$ cat config.mk
export PLATFORM = sky130hd
export DESIGN_NAME = tx_start_seq
export DESIGN_NICKNAME = d
export VERILOG_FILES = /design/src/rtl/txseq_pkg.sv /design/src/rtl/txseq_ctrl.sv /design/src/rtl/txseq_dpath.sv /design/src/rtl/tx_start_seq.sv
export SDC_FILE = /design/constraint.sdc
export NUM_CORES = 1
export LEC_CHECK = 0
export ABC_AREA = 1
export ABC_CLOCK_PERIOD_IN_PS = 1300
export BUFFER_PORTS_ARGS = -buffer_cell sky130_fd_sc_hd__buf_2
export CORE_MARGIN = 3
export CORE_UTILIZATION = 49
export CTS_BUF_LIST = sky130_fd_sc_hd__clkbuf_4 sky130_fd_sc_hd__clkbuf_8
export CTS_CLUSTER_DIAMETER = 40
export DETAILED_ROUTE_END_ITERATION = 7
export PLACE_DENSITY = 0.78
export SETUP_SLACK_MARGIN = 0.2
export SLEW_MARGIN = 40
export SYNTH_ARGS = -nofsm -noshare
export SYNTH_HDL_FRONTEND = slang
export SYNTH_HIERARCHICAL = 1
export SYNTH_SLANG_ARGS = --single-unit
$ cat constraint.sdc
create_clock -name clk -period 1.3 [get_ports clk]
set_input_delay 0.195 -clock clk [delete_from_list [all_inputs] [get_ports clk]]
set_output_delay 0.195 -clock clk [all_outputs]
set_load 0.005 [all_outputs]
$ cat src/rtl/txseq_pkg.sv
package txseq_pkg;

  localparam logic [7:0] ADDR_STATE = 8'h02;
  localparam logic [7:0] ADDR_PWR   = 8'h05;

  localparam logic [4:0] CODE_OFF        = 5'h08;
  localparam logic [4:0] CODE_PLL_READY  = 5'h09;
  localparam logic [4:0] CODE_RETRY_RDY  = 5'h19;
  localparam logic [4:0] CODE_BUSY       = 5'h02;
  localparam logic [4:0] CODE_BUSY_RETRY = 5'h12;

  localparam logic [4:0] CMD_START = 5'h02;
  localparam logic [4:0] CMD_OFF   = 5'h08;
  localparam logic [4:0] CMD_PLL   = 5'h09;
  localparam logic [4:0] CMD_RETRY = 5'h19;

  typedef enum logic [1:0] {
    MODE_OFF,
    MODE_READY,
    MODE_BUSY,
    MODE_DOWN
  } seqMode_t;

  typedef struct packed {
    logic clearTimer;
    logic timing;
    logic rampDown;
  } seqStrobes_t;

endpackage

$ cat src/rtl/txseq_ctrl.sv
module txseq_ctrl
  import txseq_pkg::*;
(
  input  logic        clk,
  input  logic        rstN,
  input  logic        pinEdge,
  input  logic        cmdValid,
  input  logic [4:0]  cmdCode,
  input  logic        frameDone,
  output seqStrobes_t strobes,
  output logic [4:0]  stateCode,
  output logic        rejected
);

  seqMode_t mode;
  logic     fromRetry;
  logic     startReq;

  assign startReq = pinEdge | (cmdValid && cmdCode == CMD_START);

  always_ff @(posedge clk or negedge rstN) begin
    if (!rstN) begin
      mode      <= MODE_OFF;
      fromRetry <= 1'b0;
      rejected  <= 1'b0;
    end else begin
      rejected <= 1'b0;
      unique case (mode)
        MODE_OFF, MODE_READY: begin
          if (startReq) begin
            if (mode == MODE_READY) mode <= MODE_BUSY;
            else                    rejected <= 1'b1;
          end else if (cmdValid) begin
            if (cmdCode == CMD_PLL) begin
              mode      <= MODE_READY;
              fromRetry <= 1'b0;
            end else if (cmdCode == CMD_RETRY) begin
              mode      <= MODE_READY;
              fromRetry <= 1'b1;
            end else if (cmdCode == CMD_OFF) begin
              mode      <= MODE_OFF;
            end
          end
        end
        MODE_BUSY: begin
          if (startReq)  rejected <= 1'b1;
          if (frameDone) mode <= MODE_DOWN;
        end
        MODE_DOWN: begin
          if (startReq) rejected <= 1'b1;
          mode <= MODE_READY;
        end
        default: mode <= MODE_OFF;
      endcase
    end
  end

  always_comb begin
    strobes.clearTimer = (mode == MODE_OFF) || (mode == MODE_READY);
    strobes.timing     = (mode == MODE_BUSY);
    strobes.rampDown   = (mode == MODE_DOWN);
    unique case (mode)
      MODE_OFF:   stateCode = CODE_OFF;
      MODE_READY: stateCode = fromRetry ? CODE_RETRY_RDY : CODE_PLL_READY;
      default:    stateCode = fromRetry ? CODE_BUSY_RETRY : CODE_BUSY;
    endcase
  end

endmodule

$ cat src/rtl/txseq_dpath.sv
module txseq_dpath
  import txseq_pkg::*;
#(
  parameter int CLK_MHZ     = 16,
  parameter int BUF_US      = 4,
  parameter int AMP_US      = 8,
  parameter int MOD_US      = 16,
  parameter int SYNC_STAGES = 2,
  parameter int PWR_W       = 4
) (
  input  logic             clk,
  input  logic             rstN,
  input  logic             trigPin,
  input  logic             wrEn,
  input  logic [7:0]       addr,
  input  logic [7:0]       wrData,
  input  seqStrobes_t      strobes,
  input  logic [4:0]       stateCode,
  output logic             pinEdge,
  output logic             cmdValid,
  output logic [4:0]       cmdCode,
  output logic             bufEn,
  output logic             ampEn,
  output logic             modEn,
  output logic [PWR_W-1:0] txPower,
  output logic [7:0]       rdData
);

  localparam int BUF_CYC = CLK_MHZ * BUF_US;
  localparam int AMP_CYC = CLK_MHZ * AMP_US;
  localparam int MOD_CYC = CLK_MHZ * MOD_US;
  localparam int CNT_W   = $clog2(MOD_CYC + 1);
  localparam logic [CNT_W-1:0] BUF_C = CNT_W'(BUF_CYC);
  localparam logic [CNT_W-1:0] AMP_C = CNT_W'(AMP_CYC);
  localparam logic [CNT_W-1:0] MOD_C = CNT_W'(MOD_CYC);

  logic [SYNC_STAGES-1:0] syncQ;
  logic                   prevQ;
  logic [CNT_W-1:0]       timer;

  for (genvar i = 0; i < SYNC_STAGES; i++) begin : g_sync
    always_ff @(posedge clk or negedge rstN) begin
      if (!rstN)       syncQ[i] <= 1'b0;
      else if (i == 0) syncQ[i] <= trigPin;
      else             syncQ[i] <= syncQ[(i == 0) ? 0 : i-1];
    end
  end

  always_ff @(posedge clk or negedge rstN) begin
    if (!rstN) prevQ <= 1'b0;
    else       prevQ <= syncQ[SYNC_STAGES-1];
  end

  assign pinEdge  = syncQ[SYNC_STAGES-1] & ~prevQ;
  assign cmdValid = wrEn && addr == ADDR_STATE && wrData[7:5] == 3'b000;
  assign cmdCode  = wrData[4:0];

  always_ff @(posedge clk or negedge rstN) begin
    if (!rstN)                                timer <= '0;
    else if (strobes.clearTimer)              timer <= '0;
    else if (strobes.timing && timer != MOD_C) timer <= timer + 1'b1;
  end

  assign bufEn = (strobes.timing | strobes.rampDown) && timer >= BUF_C;
  assign ampEn = strobes.timing && timer >= AMP_C;
  assign modEn = strobes.timing && timer >= MOD_C;

  always_ff @(posedge clk or negedge rstN) begin
    if (!rstN)                            txPower <= '0;
    else if (wrEn && addr == ADDR_PWR)    txPower <= wrData[PWR_W-1:0];
  end

  always_comb begin
    rdData = '0;
    if (addr == ADDR_STATE)    rdData[4:0]       = stateCode;
    else if (addr == ADDR_PWR) rdData[PWR_W-1:0] = txPower;
  end

endmodule

$ cat src/rtl/tx_start_seq.sv
module tx_start_seq
  import txseq_pkg::*;
#(
  parameter int CLK_MHZ     = 16,
  parameter int BUF_US      = 4,
  parameter int AMP_US      = 8,
  parameter int MOD_US      = 16,
  parameter int SYNC_STAGES = 2,
  parameter int PWR_W       = 4
) (
  input  logic             clk,
  input  logic             rstN,
  input  logic             trigPin,
  input  logic             wrEn,
  input  logic [7:0]       addr,
  input  logic [7:0]       wrData,
  output logic [7:0]       rdData,
  input  logic             frameDone,
  output logic             bufEn,
  output logic             ampEn,
  output logic             modEn,
  output logic             rejected,
  output logic [PWR_W-1:0] txPower
);

  seqStrobes_t strobes;
  logic [4:0]  stateCode;
  logic        pinEdge;
  logic        cmdValid;
  logic [4:0]  cmdCode;

  txseq_ctrl u_ctrl (
    .clk(clk), .rstN(rstN), .pinEdge(pinEdge), .cmdValid(cmdValid),
    .cmdCode(cmdCode), .frameDone(frameDone), .strobes(strobes),
    .stateCode(stateCode), .rejected(rejected)
  );

  txseq_dpath #(
    .CLK_MHZ(CLK_MHZ), .BUF_US(BUF_US), .AMP_US(AMP_US), .MOD_US(MOD_US),
    .SYNC_STAGES(SYNC_STAGES), .PWR_W(PWR_W)
  ) u_dpath (
    .clk(clk), .rstN(rstN), .trigPin(trigPin), .wrEn(wrEn), .addr(addr),
    .wrData(wrData), .strobes(strobes), .stateCode(stateCode),
    .pinEdge(pinEdge), .cmdValid(cmdValid), .cmdCode(cmdCode),
    .bufEn(bufEn), .ampEn(ampEn), .modEn(modEn), .txPower(txPower),
    .rdData(rdData)
  );

endmodule

==> parameters.txt <==
Parameter                              Value

Clock tree
  Deepest clock path buffer count    2
  CTS H-tree depth    1
  Root buf cell    sky130_fd_sc_hd__clkbuf_4
  Clock transition at path regs    110 ps
  TritonCTS clock tree    done
  Clock Latency Late Sink    300 ps
  Sink Count    20
  TritonCTS Buffers    3

Critical path
  R2R Setup Slk    -30 ps
  Cell depth of the worst flop-to-flop path    6
  Setup CP Type    reg2out
  Required time at the endpoint of the critical path    1110 ps
  RR Endpoint    u_dpath/timer[4]
  Arr. time, crit path    1240 ps
  Startpoint kind of the worst setup timing path    flop
  Worst r2r src    u_dpath/timer[0]
  CP Capture Type    output port
  Largest driver fanout on the critical path    4

Floorplanning
  Starting density of the core    53.43%
  Std cell rows    18
  Std-Cell Core Area    2590 sq um
  Die boundary width    59.14 um
  Ports placed on the boundary    37
  Floorplan die area    3498 sq um
  Die Y    59.14 um

Min path
  Worst Hold Path EP    u_ctrl/fromRetry
  Depth of the worst hold-timing path    3
  Min-delay worst type    in2reg
  Hold Crit Start    wrData[4]

Final layout
  Final Instance Area    1999 sq um
  Filler cell count    179
  Diode count    0
  Area growth from synthesis to final layout    44.48%
  Seq. cell area    505.5 sq um
  Post-layout util    77.20%
  Cell Count, Final, Fillers Out    around 290
  Net count reported at finish    between 200 and 300
  Footprint of the multi-input gates    849.6 sq um
  Ratio of cells with drive above 1 in the final layout    43.36%

Placed design
  Total half-perimeter wirelength after legalization and detailed placement    2262 um
  Weighted congestion reported at the end of routability-driven placement    0.8308
  PortBufs    33
  Cell area reported after detailed placement    1615 sq um
  Number of placed instances with taps included    between 200 and 300
  Pre-CTS setup slack    -166.9 ps

Logic synthesis
  Leading area contributor after synthesis    sky130_fd_sc_hd__dfrtp_1
  Top cells by area, synth    sky130_fd_sc_hd__dfrtp_1 36%, sky130_fd_sc_hd__nand2_1 14%, sky130_fd_sc_hd__nand3_1 10%, sky130_fd_sc_hd__inv_1 7.3%, sky130_fd_sc_hd__nor2_1 6.5%
  Number of enable-type register cells in the synthesized netlist    0
  Share of synthesized flip-flops with an asynchronous set or reset    100.0%
  Number of unique standard cell types used by synthesis    28
  Post-synth top flop    sky130_fd_sc_hd__dfrtp_1
  Area fraction of the dominant cell type after synthesis    between 30% and 40%
  Yosys Warn Count    6
  Cell area after technology mapping    1384 sq um
  Syn Area/Cell    6.954 sq um
  Portion of the post-synthesis area used by sequential elements    36.17%
  Mapped Cells    between 150 and 200
  Post-synthesis register bit count    20

Route
  Detailed-route vias per instance    5.049
  Final antenna-violating net count    0
  1st-iter DRT viols    82
  Total wirelength of the detailed-routed design    between 3000 and 4000 um
  Total number of vias    1444
  Post-route DRC violation count    0
  Routed length per placed instance    12.94 um
  First-pass detailed-route iteration total    5

Power and ir drop
  Worst IR drop on VDD    0.001232 V
  Power per standard cell area    1096 nW/um^2
  Lkg Pwr    1.052 nW

Outcome
  Violated checks    setup timing
  Run status    finished with violations

Timing
  Final Hold Viols    0
  Final setup violation count    11
  Worst hold slack    146.8 ps
  Final setup skew    3.476 ps
  Setup slack after layout    -136.0 ps
  Unrepaired setup endpoints after global routing    yes
  Achievable clock frequency    0.6964 GHz
  Period minus WS final    1436 ps
  Period Utilization, post-route    110.5%
  Number of pins with negative max-slew slack in the final report    0

GRT
  Number of antenna violations at the first check in global routing    0
  Grt total ovfl    0
  Overall Global Routing Usage    19.44%
  Number of global-route vias before repair    ~1200
  Pin count of the biggest net entering global routing    21
  Wire length of the first global-routing pass    about 5200 um

Flow run
  Number of max-cap violations    0
[worst max-delay path by stage]
stage	startpoint	endpoint	slack, ps
final	u_ctrl/mode[1]	rdData[4]	-140
after global routing	u_ctrl/mode[1]	rdData[4]	-180
after CTS	u_ctrl/mode[1]	rdData[3]	-150
after detailed placement	addr[0]	u_ctrl/fromRetry	-170
after global placement	addr[0]	u_ctrl/fromRetry	-110
after floorplan	addr[0]	u_ctrl/fromRetry	-10
[cells in the final DEF, fill, tap and decap left out, types with 8 or more instances in the layout]
cell type                 netlist  layout
sky130_fd_sc_hd__buf_2          1      29
sky130_fd_sc_hd__buf_4         10      21
sky130_fd_sc_hd__dfrtp_1       20      16
sky130_fd_sc_hd__inv_1         27      23
sky130_fd_sc_hd__nand2_1       50      48
sky130_fd_sc_hd__nand3_1       28      19
sky130_fd_sc_hd__nand3_2        2       8
sky130_fd_sc_hd__nor2_1        24      16
sky130_fd_sc_hd__nor2_2         6       8
[stage by stage]
stage          setup TNS, ps  power [mW]
6_report              -704.2       2.190
5_1_grt                -1364       2.283
4_1_cts               -815.4       1.870
3_5_place_dp          -531.9       1.363
3_3_place_gp          -309.6       1.355
2_1_floorplan         -11.92       1.198
[state kept, by name, indices dropped and copies added, names as in the netlist]
signal,cells
u_ctrl/mode,2
u_ctrl/fromRetry,1
u_dpath/txPower,4
u_dpath/prevQ,1
u_dpath/syncQ,2
u_dpath/timer,9
u_ctrl/rejected,1
[Yosys cell counts (2+ instances only)]
cell                       count
sky130_fd_sc_hd__a21oi_1       3
sky130_fd_sc_hd__buf_4        10
sky130_fd_sc_hd__conb_1        2
sky130_fd_sc_hd__dfrtp_1      20
sky130_fd_sc_hd__ha_1          2
sky130_fd_sc_hd__inv_1        27
sky130_fd_sc_hd__inv_2         4
sky130_fd_sc_hd__nand2_1      50
sky130_fd_sc_hd__nand3_1      28
sky130_fd_sc_hd__nand3_2       2
sky130_fd_sc_hd__nand4_1       3
sky130_fd_sc_hd__nor2_1       24
sky130_fd_sc_hd__nor2_2        6
sky130_fd_sc_hd__o21ai_1       2
sky130_fd_sc_hd__o21bai_1      2
sky130_fd_sc_hd__xor2_1        2
[where the power goes]
part	internal, mW	switching [mW]	leakage, nW
combinational	0.511	0.556	0.768
sequential	0.681	0.0761	0.263
clock	0.171	0.196	0.0210
total	1.36	0.828	1.05
[final cells by class]
| type | instances | area share [%] |
|---|---|---|
| multi-input cells | 139 | 42.49 |
| flip-flops and latches | 20 | 25.28 |
| repair buffers | 62 | 22.59 |
| inverters | 31 | 5.945 |
| well taps | 30 | 1.877 |
| clock buffers | 4 | 1.815 |
[worst max-delay path, stage by stage (launching register included)]
cell	delay (ps)
sky130_fd_sc_hd__dfrtp_2	460
sky130_fd_sc_hd__buf_6	140
sky130_fd_sc_hd__o21a_1	150
sky130_fd_sc_hd__inv_1	40
sky130_fd_sc_hd__nor2_1	30
sky130_fd_sc_hd__buf_2	110
[logic make-up after synthesis]
family	share of synthesized area, %
fa+ha+maj	1.808
simple gates	39.96
other cells	0.5427
flops	36.17
compound gates	5.786
buf+inv	14.47
xor+xnor	1.266
[layer usage]
layer / up-vias / GRT usage, % / wire, um
met5: - / 0 / 0
met4: 0 / 3.883 / 36
met3: 6 / 3.922 / 205
met2: 54 / 31.86 / 1838
met1: 661 / 26.64 / 1621
li1: 723 / - / -
[what timing repair did]
action	in CTS	in global routing
endpoints found under the setup margin	20	21
hold endpoints to repair	21	0
pin swaps	13	19
gates cloned	1	0
resized for setup	15	36
hold buffers	2	0
setup buffers	5	9
(Power assumes the default switching activity.)
